==> src/rtl/gcount_cmp.sv <==
module gcount_cmp #(
  parameter int AW  = 12,
  parameter int DW  = 32,
  parameter int LAT = 3
) (
  input  logic          clk,
  input  logic          rst_n,
  input  logic          wr_en,
  input  logic [AW-1:0] wr_addr,
  input  logic [DW-1:0] wr_data,
  input  logic [AW-1:0] rd_addr,
  output logic [DW-1:0] rd_data,
  output logic          irq
);
  localparam int CW = 2 * DW;
  localparam logic [AW-1:0] A_CNT_LO = AW'('h100);
  localparam logic [AW-1:0] A_CNT_HI = AW'('h104);
  localparam logic [AW-1:0] A_CSTAT  = AW'('h110);
  localparam logic [AW-1:0] A_CMP_LO = AW'('h200);
  localparam logic [AW-1:0] A_CMP_HI = AW'('h204);
  localparam logic [AW-1:0] A_INC    = AW'('h208);
  localparam logic [AW-1:0] A_CTRL   = AW'('h240);
  localparam logic [AW-1:0] A_ISTAT  = AW'('h244);
  localparam logic [AW-1:0] A_IEN    = AW'('h248);
  localparam logic [AW-1:0] A_GSTAT  = AW'('h24C);
  localparam int B_CEN  = 0;
  localparam int B_AUTO = 1;
  localparam int B_RUN  = 8;
  localparam int S_CTRL = 16;
  localparam logic [DW-1:0] CTRL_MASK = (DW'(1) << B_RUN) | (DW'(1) << B_AUTO) | (DW'(1) << B_CEN);

  logic [LAT-1:0] pv;
  logic [AW-1:0]  pa [LAT];
  logic [DW-1:0]  pd [LAT];
  logic           ap_v;
  logic [AW-1:0]  ap_a;
  logic [DW-1:0]  ap_d;

  logic [CW-1:0] cnt, cnt_nxt;
  logic [CW-1:0] cmp, cmp_nxt;
  logic [DW-1:0] inc;
  logic [DW-1:0] ctrl;
  logic [DW-1:0] gstat;
  logic [1:0]    cstat;
  logic          pend;
  logic          ie;

  logic slow_wr;
  logic ld_clo, ld_chi, ld_mlo, ld_mhi, ld_inc, ld_ctl;
  logic cnt_ld, cmp_ld;
  logic run, cen, auto_inc, match;
  logic pend_clr;
  logic [DW-1:0] gset, gclr;
  logic [1:0]    cset, cclr;

  assign slow_wr = wr_en && (wr_addr inside {A_CNT_LO, A_CNT_HI, A_CMP_LO, A_CMP_HI, A_INC, A_CTRL});

  always_ff @(posedge clk) begin
    if (!rst_n) begin
      pv <= '0;
      for (int i = 0; i < LAT; i++) begin
        pa[i] <= '0;
        pd[i] <= '0;
      end
    end else begin
      pv[0] <= slow_wr;
      pa[0] <= wr_addr;
      pd[0] <= wr_data;
      for (int i = 1; i < LAT; i++) begin
        pv[i] <= pv[i-1];
        pa[i] <= pa[i-1];
        pd[i] <= pd[i-1];
      end
    end
  end

  assign ap_v = pv[LAT-1];
  assign ap_a = pa[LAT-1];
  assign ap_d = pd[LAT-1];

  assign ld_clo = ap_v && (ap_a == A_CNT_LO);
  assign ld_chi = ap_v && (ap_a == A_CNT_HI);
  assign ld_mlo = ap_v && (ap_a == A_CMP_LO);
  assign ld_mhi = ap_v && (ap_a == A_CMP_HI);
  assign ld_inc = ap_v && (ap_a == A_INC);
  assign ld_ctl = ap_v && (ap_a == A_CTRL);
  assign cnt_ld = ld_clo || ld_chi;
  assign cmp_ld = ld_mlo || ld_mhi;

  assign run      = ctrl[B_RUN];
  assign cen      = ctrl[B_CEN];
  assign auto_inc = ctrl[B_AUTO];
  assign match    = cen && (cnt == cmp);

  always_comb begin
    cnt_nxt = (run && !cnt_ld) ? cnt + CW'(1) : cnt;
    if (ld_clo) cnt_nxt[DW-1:0]  = ap_d;
    if (ld_chi) cnt_nxt[CW-1:DW] = ap_d;
  end

  always_comb begin
    cmp_nxt = (match && auto_inc) ? cmp + {{(CW-DW){1'b0}}, inc} : cmp;
    if (ld_mlo) cmp_nxt[DW-1:0]  = ap_d;
    if (ld_mhi) cmp_nxt[CW-1:DW] = ap_d;
  end

  assign pend_clr = wr_en && (wr_addr == A_ISTAT) && wr_data[0];

  always_comb begin
    gset = '0;
    gset[0]      = ld_mlo;
    gset[1]      = ld_mhi;
    gset[2]      = ld_inc;
    gset[S_CTRL] = ld_ctl;
  end
  assign gclr = (wr_en && (wr_addr == A_GSTAT)) ? wr_data : '0;
  assign cset = {ld_chi, ld_clo};
  assign cclr = (wr_en && (wr_addr == A_CSTAT)) ? wr_data[1:0] : 2'b00;

  always_ff @(posedge clk) begin
    if (!rst_n) begin
      cnt   <= '0;
      cmp   <= '0;
      inc   <= '0;
      ctrl  <= '0;
      gstat <= '0;
      cstat <= '0;
      pend  <= 1'b0;
      ie    <= 1'b0;
    end else begin
      cnt   <= cnt_nxt;
      cmp   <= cmp_nxt;
      if (ld_inc) inc <= ap_d;
      if (ld_ctl) ctrl <= ap_d & CTRL_MASK;
      gstat <= (gstat & ~gclr) | gset;
      cstat <= (cstat & ~cclr) | cset;
      if (match) pend <= 1'b1;
      else if (pend_clr) pend <= 1'b0;
      if (wr_en && (wr_addr == A_IEN)) ie <= wr_data[0];
    end
  end

  always_comb begin
    case (rd_addr)
      A_CNT_LO: rd_data = cnt[DW-1:0];
      A_CNT_HI: rd_data = cnt[CW-1:DW];
      A_CSTAT:  rd_data = {{(DW-2){1'b0}}, cstat};
      A_CMP_LO: rd_data = cmp[DW-1:0];
      A_CMP_HI: rd_data = cmp[CW-1:DW];
      A_INC:    rd_data = inc;
      A_CTRL:   rd_data = ctrl;
      A_ISTAT:  rd_data = {{(DW-1){1'b0}}, pend};
      A_IEN:    rd_data = {{(DW-1){1'b0}}, ie};
      A_GSTAT:  rd_data = gstat;
      default:  rd_data = '0;
    endcase
  end

  assign irq = pend && ie;
endmodule

==> config.mk <==
export PLATFORM = sky130hd
export DESIGN_NAME = gcount_cmp
export DESIGN_NICKNAME = d
export VERILOG_FILES = /design/src/rtl/gcount_cmp.sv
export SDC_FILE = /design/constraint.sdc
export NUM_CORES = 1
export LEC_CHECK = 0
export CAP_MARGIN = 20
export CORE_AREA = 10 10 186 188
export CTS_BUF_LIST = sky130_fd_sc_hd__clkbuf_16
export DETAILED_ROUTE_END_ITERATION = 10
export DIE_AREA = 0 0 196 198
export PLACE_DENSITY = 0.72
export SLEW_MARGIN = 20
export SYNTH_ARGS = -nofsm -noshare
export SYNTH_HDL_FRONTEND = slang
export SYNTH_SLANG_ARGS = --single-unit
==> constraint.sdc <==
create_clock -name clk -period 3.15 [get_ports clk]
set_input_delay 0.945 -clock clk [delete_from_list [all_inputs] [get_ports clk]]
set_output_delay 0.945 -clock clk [all_outputs]
set_load 0.02 [all_outputs]
==> PnR_summary.wiki, run 1 <==
{| class="wikitable"
! Metric !! Value
|-
| First-pass GRT wire length || 97000 µm
|-
| Fin. Hold Viols || 0
|-
| Setup repair after global routing missed its margin || yes
|-
| Proportion of total power due to net switching || 0.223
|-
| Final setup slack of the worst path || -320 ps
|-
| Post-Place Cells || 2583
|-
| Total Nets Final || 2343
|-
| Critical-path top delay cell || sky130_fd_sc_hd__nor3_4
|-
| Register bit count reported by yosys || 334
|-
| Path type of the worst setup path || input port to primary output
|-
| GRT Util Overall || 0.324
|-
| Count of port buffers added during placement || 91
|-
| Die Ht || 198 µm
|-
| Max-slew violation count || 0
|-
| Top flip-flop cell by instance count after synthesis || sky130_fd_sc_hd__dfxtp_1
|-
| Slew margin rel. || 0.323
|-
| Count of yosys warnings during synthesis || 0
|-
| Final HPWL from detailed placement || 48200 µm
|-
| Reported net switching power || 1.98 mW
|-
| Number of buffers created by CTS || 34
|-
| Category of the worst setup path capture point || primary output
|-
| Post-place setup slack || -1030 ps
|-
| Worst Setup SP || rd_addr[7]
|-
| Max frequency || 288 MHz
|-
| Shortest period the worst path allows || 3470 ps
|-
| CTS tree || yes
|-
| Part of the total power dissipated in the clock network || 0.483
|-
| Row count || 65
|-
| Number of global-route vias before repair || 15700
|-
| Source-to-sink clock delay at the later pin of the worst-skew pair || 540 ps
|-
| Final setup violating endpoints || 32
|-
| Clock skew || 24.8 ps
|-
| Antenna viol nets, final || 0
|-
| MaxCap Viol Count || 0
|-
| Clock slew at the register clock pins of the worst setup and hold paths || 60 ps
|-
| Share of synthesized area occupied by flip-flops and latches || 0.407
|-
| Post-synth ARST share || 0
|-
| First drt pass iteration count || 6
|-
| Number of flops mapped to enable cells by yosys || 0
|-
| Non-filler instance count after layout || 2678
|-
| Core box area || 0.0311 mm²
|-
| Number of I/O pins || 92
|-
| Total vias in the final route || 16900
|-
| DRC errors left || 0
|-
| Combinational power share || 0.029
|-
| Worst reg-to-reg path cell count || 8
|-
| # H-tree levels || 2
|-
| Slew at the pin with the worst max-slew slack || 1010 ps
|-
| Die Footprint || 0.0388 mm²
|-
| Failing checks || negative setup slack
|-
| Mean instance size in the synthesized netlist || 8.27 µm²
|-
| CP Max Fanout || 8
|-
| Longest individual stage delay on the worst path || 250 ps
|-
| Internal Power || 6.91 mW
|-
| Power per cell area || 411 mW/mm²
|-
| Fraction of final layout cells sized beyond drive strength 1 || 0.221
|-
| Number of nets in the synthesized netlist || 2079
|-
| Vias per inst || 6.31
|-
| Number of antenna violations at the first check in global routing || 1
|-
| Buffer levels on the longest clock path || 3
|-
| Count of different cell masters after synthesis || 70
|-
| Violation count after the first detailed-route iteration || 2080
|-
| Fin area || 0.0216 mm²
|-
| Routability congestion estimate || 1.03
|-
| Critical register-to-register path endpoint || cnt[57]
|-
| Run status || finished with violations
|-
| Startpoint types || input port
|-
| Portion of total power attributed to sequential cells || 0.487
|-
| Largest net degree at the start of global routing || 185
|-
| Clock Sink Count || 334
|-
| Peak supply drop || 0.484 mV
|-
| Endpoint of the worst setup timing path || rd_data[2]
|-
| Slack of the worst reg-to-reg path || 30 ps
|-
| Detail-routed net length per standard cell || 25.0 µm
|-
| Effective utilization at floorplan || 0.529
|-
| X dimension of the die || 196 µm
|-
| Arr. time, crit path || 2530 ps
|-
| Diodes inserted || 0
|-
| Number of standard cells after synthesis || 1986
|-
| Relative area change from synthesis to final layout || 31.7%
|-
| Fraction of the cycle the final worst path needs || 1.10
|-
| Ordered cell list for the critical path || buf_8, nor3_4, nand4b_1, buf_6, nor3_4, buf_12, clkbuf_16, a22oi_2, nand3_1, buf_6
|-
| Root buffer cell || sky130_fd_sc_hd__clkbuf_16
|-
| Worst hold path type || flip-flop to flip-flop
|-
| Post-detailed-routing wire length || 67000 µm
|-
| Area post-placement || 0.0193 mm²
|-
| Leakage power || 8.71 nW
|-
| Required time reported for the critical path endpoint || 2200 ps
|-
| Mapped cell area || 0.0164 mm²
|-
| Launching point of the worst reg2reg path || cnt[14]
|-
| Total overflow reported by the global router || 0
|}
==> critical path: cells and delay by family <==
kind | cells | cell delay (ps)
buffers and inverters | 5 | 750
AOI/OAI and AO/OA | 1 | 90
and+or+nand+nor | 4 | 720
==> metal layers <==
| metal | track usage | wire length, µm | vias to the layer above |
|---|---|---|---|
| met2 | 0.494 | 29300 | 1056 |
| met5 | 0 | 15 | - |
| met4 | 0.122 | 3040 | 2 |
| met3 | 0.0651 | 7460 | 197 |
| li1 | - | - | 7577 |
| met1 | 0.444 | 27100 | 8057 |
==> final cells by class <==
cell class	count	area (µm²)
fill	2483	9440
clock inverter	28	332
sequential	334	6690
multi-input combinational	1485	9740
tap	402	503
clock buffer	34	851
inverter	37	144
timing repair buffer	358	3370
==> cell usage after synthesis (33+ instances only) <==
cell	instances	share of area
sky130_fd_sc_hd__a22oi_1	93	0.043
sky130_fd_sc_hd__nand4_1	45	0.017
sky130_fd_sc_hd__xnor2_1	83	0.044
sky130_fd_sc_hd__nand3_1	94	0.029
sky130_fd_sc_hd__o21ai_0	90	0.027
sky130_fd_sc_hd__dfxtp_1	334	0.41
sky130_fd_sc_hd__inv_1	35	0.0080
sky130_fd_sc_hd__a21oi_1	155	0.047
sky130_fd_sc_hd__a211oi_1	57	0.026
sky130_fd_sc_hd__nand2_1	203	0.046
sky130_fd_sc_hd__xor2_1	58	0.031
sky130_fd_sc_hd__and2_1	146	0.056
sky130_fd_sc_hd__clkbuf_1	124	0.028
sky130_fd_sc_hd__ha_1	33	0.025
sky130_fd_sc_hd__nor2_1	156	0.036
==> cells by family (layout without fill, tap and decap cells) <==
| group | after synthesis | after routing | share of synthesized area |
|---|---|---|---|
| DFF | 334 | 334 | 0.407 |
| adders and majority gates | 34 | 34 | 0.0264 |
| muxes | 29 | 29 | 0.0179 |
| buffers and inverters | 167 | 457 | 0.0385 |
| AOI/OAI and AO/OA | 489 | 489 | 0.190 |
| and+or+nand+nor | 792 | 792 | 0.245 |
| xor gates and xnor gates | 141 | 141 | 0.0752 |
==> cell usage in the layout (no fill, tap or decap), types with 9 or more instances in the layout <==
cell type / instances
sky130_fd_sc_hd__a211oi_1: 56
sky130_fd_sc_hd__a21o_1: 14
sky130_fd_sc_hd__a21oi_1: 154
sky130_fd_sc_hd__a221oi_1: 10
sky130_fd_sc_hd__a22oi_1: 43
sky130_fd_sc_hd__a22oi_2: 50
sky130_fd_sc_hd__and2_1: 146
sky130_fd_sc_hd__and3_1: 26
sky130_fd_sc_hd__buf_12: 15
sky130_fd_sc_hd__buf_4: 229
sky130_fd_sc_hd__buf_6: 47
sky130_fd_sc_hd__clkbuf_16: 39
sky130_fd_sc_hd__clkdlybuf4s50_1: 46
sky130_fd_sc_hd__dfxtp_1: 328
sky130_fd_sc_hd__ha_1: 32
sky130_fd_sc_hd__inv_1: 41
sky130_fd_sc_hd__mux2i_1: 26
sky130_fd_sc_hd__nand2_1: 201
sky130_fd_sc_hd__nand2b_1: 15
sky130_fd_sc_hd__nand3_1: 68
sky130_fd_sc_hd__nand3_2: 25
sky130_fd_sc_hd__nand4_1: 45
sky130_fd_sc_hd__nor2_1: 150
sky130_fd_sc_hd__nor2b_1: 9
sky130_fd_sc_hd__nor3_1: 23
sky130_fd_sc_hd__nor4_1: 16
sky130_fd_sc_hd__o21ai_0: 88
sky130_fd_sc_hd__or3_1: 9
sky130_fd_sc_hd__xnor2_1: 80
sky130_fd_sc_hd__xor2_1: 58
==> how the worst min path moves through the flow <==
stage                           end       from  depth (start not counted)
after floorplan           gstat[12]  gstat[12]                          2
after global routing      pd[0][62]  pd[0][30]                          1
after CTS                 pd[0][93]  pd[0][61]                          1
after detailed placement  pd[0][68]  pd[0][36]                          1
final                     pd[0][93]  pd[0][61]                          1
after global placement    pd[0][41]   pd[0][9]                          1
==> power groups by stage <==
stage	combinational, mW	clock (mW)	sequential [mW]
floorplan	0.121	0	4.40
global placement	0.239	0	4.42
detailed placement	0.243	0	4.43
CTS	0.254	4.31	4.33
global route	0.285	4.46	4.34
finish	0.262	4.30	4.34
==> flip-flops by register name, summed over array words and instances (netlist names) <==
| signal | count |
|---|---|
| pend | 1 |
| pa | 36 |
| inc | 32 |
| gstat | 32 |
| ctrl | 3 |
| cstat | 2 |
| ie | 1 |
| pv | 3 |
| pd | 96 |
| cnt | 64 |
| cmp | 64 |
==> what timing repair did <==
item / in CTS / in global routing
hold buffers: 0 / 0
gates cloned: 8 / 7
buffers inserted: 15 / 6
resized for setup: 296 / 92
pin swaps: 25 / 46
endpoints found under the setup margin: 33 / 72
==> metrics by stage <==
| step | power, mW | setup TNS [ps] | util | hold WS (ps) |
|---|---|---|---|---|
| floorplan | 4.52 | 0 | - | 412 |
| detailed placement | 4.67 | -31110 | 0.621 | 417 |
| CTS | 8.90 | -5730 | 0.680 | 425 |
| finish | 8.90 | -9090 | 0.696 | 426 |
| global route | 9.09 | -10070 | 0.696 | 443 |
| global placement | 4.66 | -30950 | 0.621 | 412 |
Note: power is estimated with default switching activity, not from simulation.
==> inputs of run 2 (changes only) <==
--- a/config.mk
+++ b/config.mk
@@ -6,11 +6,11 @@
 export NUM_CORES = 1
 export LEC_CHECK = 0
 export CAP_MARGIN = 20
-export CORE_AREA = 10 10 186 188
+export CORE_AREA = 10 10 177 179
 export CTS_BUF_LIST = sky130_fd_sc_hd__clkbuf_16
 export DETAILED_ROUTE_END_ITERATION = 10
-export DIE_AREA = 0 0 196 198
-export PLACE_DENSITY = 0.72
+export DIE_AREA = 0 0 187 189
+export PLACE_DENSITY = 0.76
 export SLEW_MARGIN = 20
 export SYNTH_ARGS = -nofsm -noshare
 export SYNTH_HDL_FRONTEND = slang
==> constraint.sdc (replaced) <==
create_clock -name clk -period 3.71 [get_ports clk]
set_input_delay 1.113 -clock clk [delete_from_list [all_inputs] [get_ports clk]]
set_output_delay 1.113 -clock clk [all_outputs]
set_load 0.02 [all_outputs]
==> run 2 against run 1 <==
The flow still finishes with violations (negative setup slack). Global-route usage rose by 1.3 points. Register-to-register slack improved by 200 ps. Power fell by 19%. Largest cell class unchanged. Largest power group unchanged.
==> PnR_summary.wiki, run 2 (synthesis results as in run 1) <==
{| class="wikitable"
! Metric !! Value
|-
| Portion of total power attributed to sequential cells || 0.508 (was 0.487)
|-
| Final setup violating endpoints || 19 (was 32)
|-
| Final HPWL from detailed placement || 44100 µm (was 48200 µm)
|-
| Setup repair after global routing missed its margin || yes (unchanged)
|-
| Post-place setup slack || -920 ps (was -1030 ps)
|-
| Final setup slack of the worst path || -43.8 ps (was -320 ps)
|-
| Number of global-route vias before repair || 15300 (was 15700)
|-
| Startpoint types || input port (unchanged)
|-
| Slack of the worst reg-to-reg path || 230 ps (was 30 ps)
|-
| Largest net degree at the start of global routing || 67 (was 185)
|-
| Most frequent standard cell in the layout excluding fill and tap cells || sky130_fd_sc_hd__dfxtp_1 (unchanged)
|-
| Detail-routed net length per standard cell || 24.9 µm (was 25.0 µm)
|-
| Most used cells in the layout excluding fill and tap cells || 334 x sky130_fd_sc_hd__dfxtp_1, 201 x sky130_fd_sc_hd__nand2_1, 155 x sky130_fd_sc_hd__a21oi_1 (was 328 x sky130_fd_sc_hd__dfxtp_1, 229 x sky130_fd_sc_hd__buf_4, 201 x sky130_fd_sc_hd__nand2_1)
|-
| Total vias in the final route || 16300 (was 16900)
|-
| DRC errors left || 0 (unchanged)
|-
| Vias per inst || 6.53 (was 6.31)
|-
| Proportion of total power due to net switching || 0.229 (was 0.223)
|-
| Reported net switching power || 1.66 mW (was 1.98 mW)
|-
| Clock slew at the register clock pins of the worst setup and hold paths || 60 ps (about the same)
|-
| Fraction of the cycle the final worst path needs || 1.01
|-
| Critical-path top delay cell || sky130_fd_sc_hd__nor3_4 (unchanged)
|-
| Die Footprint || 0.0353 mm² (was 0.0388 mm²)
|-
| CTS tree || yes (unchanged)
|-
| Violation count after the first detailed-route iteration || 2055 (was 2080)
|-
| Die Ht || 189 µm (was 198 µm)
|-
| Post-detailed-routing wire length || 62300 µm (was 67000 µm)
|-
| Number of antenna violations at the first check in global routing || 1 (unchanged)
|-
| Total Nets Final || 2194 (was 2343)
|-
| GRT Util Overall || 0.338 (was 0.324)
|-
| Number of flip-flops under the largest register name || 96 (unchanged)
|-
| Fraction of final layout cells sized beyond drive strength 1 || 0.148 (was 0.221)
|-
| Root buffer cell || sky130_fd_sc_hd__clkbuf_16 (unchanged)
|-
| Count of port buffers added during placement || 91 (unchanged)
|-
| Worst min-delay path endpoint || pd[0][82] (was pd[0][93])
|-
| Internal Power || 5.59 mW (was 6.91 mW)
|-
| Post-Place Cells || 2417 (was 2583)
|-
| Post-CTS Hold Fix Bufs || 0 (unchanged)
|-
| Fin. Hold Viols || 0 (unchanged)
|-
| Number of buffers created by CTS || 34 (unchanged)
|-
| Number of I/O pins || 92 (unchanged)
|-
| Core box area || 0.0276 mm² (was 0.0311 mm²)
|-
| Row count || 61 (was 65)
|-
| Clock skew || 19.0 ps (was 24.8 ps)
|-
| MaxCap Viol Count || 0 (unchanged)
|-
| Area post-placement || 0.0181 mm² (was 0.0193 mm²)
|-
| Worst hold path type || flip-flop to flip-flop (unchanged)
|-
| Worst hold path stage count || 1 (unchanged)
|-
| Path type of the worst setup path || input port to primary output (unchanged)
|-
| Required time reported for the critical path endpoint || 2600 ps (was 2200 ps)
|-
| Start point of the worst min-delay path || pd[0][50] (was pd[0][61])
|-
| CP Max Fanout || 8 (unchanged)
|-
| Arr. time, crit path || 2640 ps (was 2530 ps)
|-
| Slew at the pin with the worst max-slew slack || 900 ps (was 1010 ps)
|-
| Critical register-to-register path endpoint || cmp[28] (was cnt[57])
|-
| Total overflow reported by the global router || 0 (unchanged)
|-
| Leakage power || 7.78 nW (was 8.71 nW)
|-
| Worst hold margin || 429 ps (was 426 ps)
|-
| First drt pass iteration count || 7 (was 6)
|-
| Max frequency || 266 MHz
|-
| Run status || finished with violations (unchanged)
|-
| Failing checks || negative setup slack (unchanged)
|-
| Relative area change from synthesis to final layout || 22.0% (was 31.7%)
|-
| Largest registers || pd x96, cmp x64, cnt x64 (unchanged)
|-
| Shortest period the worst path allows || 3750 ps
|-
| Fin area || 0.0200 mm² (was 0.0216 mm²)
|-
| Max-slew violation count || 0 (unchanged)
|-
| Effective utilization at floorplan || 0.594 (was 0.529)
|-
| Diodes inserted || 0 (unchanged)
|-
| Worst reg-to-reg path cell count || 12 (was 8)
|-
| Antenna viol nets, final || 0 (unchanged)
|-
| Most flops, register || pd (unchanged)
|-
| Peak supply drop || 0.479 mV (was 0.484 mV)
|-
| Longest individual stage delay on the worst path || 230 ps (was 250 ps)
|-
| X dimension of the die || 187 µm (was 196 µm)
|-
| Part of the total power dissipated in the clock network || 0.461 (was 0.483)
|-
| Routability congestion estimate || 1.08 (was 1.03)
|-
| Combinational power share || 0.031 (was 0.029)
|-
| Category of the worst setup path capture point || primary output (unchanged)
|-
| Clock Sink Count || 334 (unchanged)
|-
| Power per cell area || 362 mW/mm² (was 411 mW/mm²)
|-
| First-pass GRT wire length || 93500 µm (was 97000 µm)
|-
| # H-tree levels || 2 (unchanged)
|-
| Ordered cell list for the critical path || buf_8, nor3_4, nand4b_1, buf_4, nor3_4, buf_6, buf_16, a22oi_1, nand3_1, buf_6 (was buf_8, nor3_4, nand4b_1, buf_6, nor3_4, buf_12, clkbuf_16, a22oi_2, nand3_1, buf_6)
|-
| Slew margin rel. || 0.400 (was 0.323)
|-
| Non-filler instance count after layout || 2503 (was 2678)
|-
| Launching point of the worst reg2reg path || inc[0] (was cnt[14])
|-
| Buffer levels on the longest clock path || 3 (unchanged)
|-
| Source-to-sink clock delay at the later pin of the worst-skew pair || 540 ps (about the same)
|}
run 2: metrics by stage:
step / TNS [ps] / utilization / total power, mW
finish: -424 / 0.725 / 7.25
global route: -1620 / 0.725 / 7.41
CTS: -519 / 0.718 / 7.24
detailed placement: -27650 / 0.656 / 3.97
global placement: -24530 / 0.656 / 3.96
floorplan: 0 / - / 3.84
run 2: layer usage:
metal,global-route usage,wire [µm],share of wire
met5,0,13,0.00021
met4,0.159,3860,0.062
met3,0.0742,7180,0.12
met2,0.516,26500,0.43
met1,0.446,24800,0.40
run 2: final cells by class:
cell class	count	area, µm²
clock inverters	26	220
multi-input cells	1485	9550
inverters	37	141
repair buffers	209	2120
fillers	2088	7590
flip-flops and latches	334	6690
clock buffers	34	851
well taps	378	473
run 2: worst max-delay path by stage:
| stage | slack, ps | start | to | cells past startpoint |
|---|---|---|---|---|
| after floorplan | 140 | rd_addr[5] | rd_data[8] | 6 |
| after global placement | -830 | rd_addr[5] | rd_data[29] | 9 |
| after detailed placement | -920 | rd_addr[5] | rd_data[29] | 9 |
| after CTS | -70 | rd_addr[6] | rd_data[19] | 11 |
| after global routing | -100 | rd_addr[7] | rd_data[20] | 10 |
| final | -40 | rd_addr[7] | rd_data[20] | 10 |
run 2: repair_timing:
item | CTS | global route
gates resized for setup | 275 | 63
pin swaps | 31 | 37
setup endpoints to repair | 32 | 35
endpoints found under the hold margin | 0 | 0
gates cloned | 9 | 1
buffers inserted | 17 | 3
run 2: power by group through the flow:
stage | registers [mW] | clock network [mW] | logic, mW
2_1_floorplan | 3.74 | 0 | 0.103
3_3_place_gp | 3.76 | 0 | 0.202
3_5_place_dp | 3.76 | 0 | 0.209
4_1_cts | 3.68 | 3.35 | 0.217
5_1_grt | 3.68 | 3.49 | 0.241
6_report | 3.68 | 3.34 | 0.224
run 2: critical path: cells and delay by family:
| family | cells | cell delay (ps) |
|---|---|---|
| buf+inv | 5 | 750 |
| simple gates | 4 | 690 |
| compound gates | 1 | 70 |
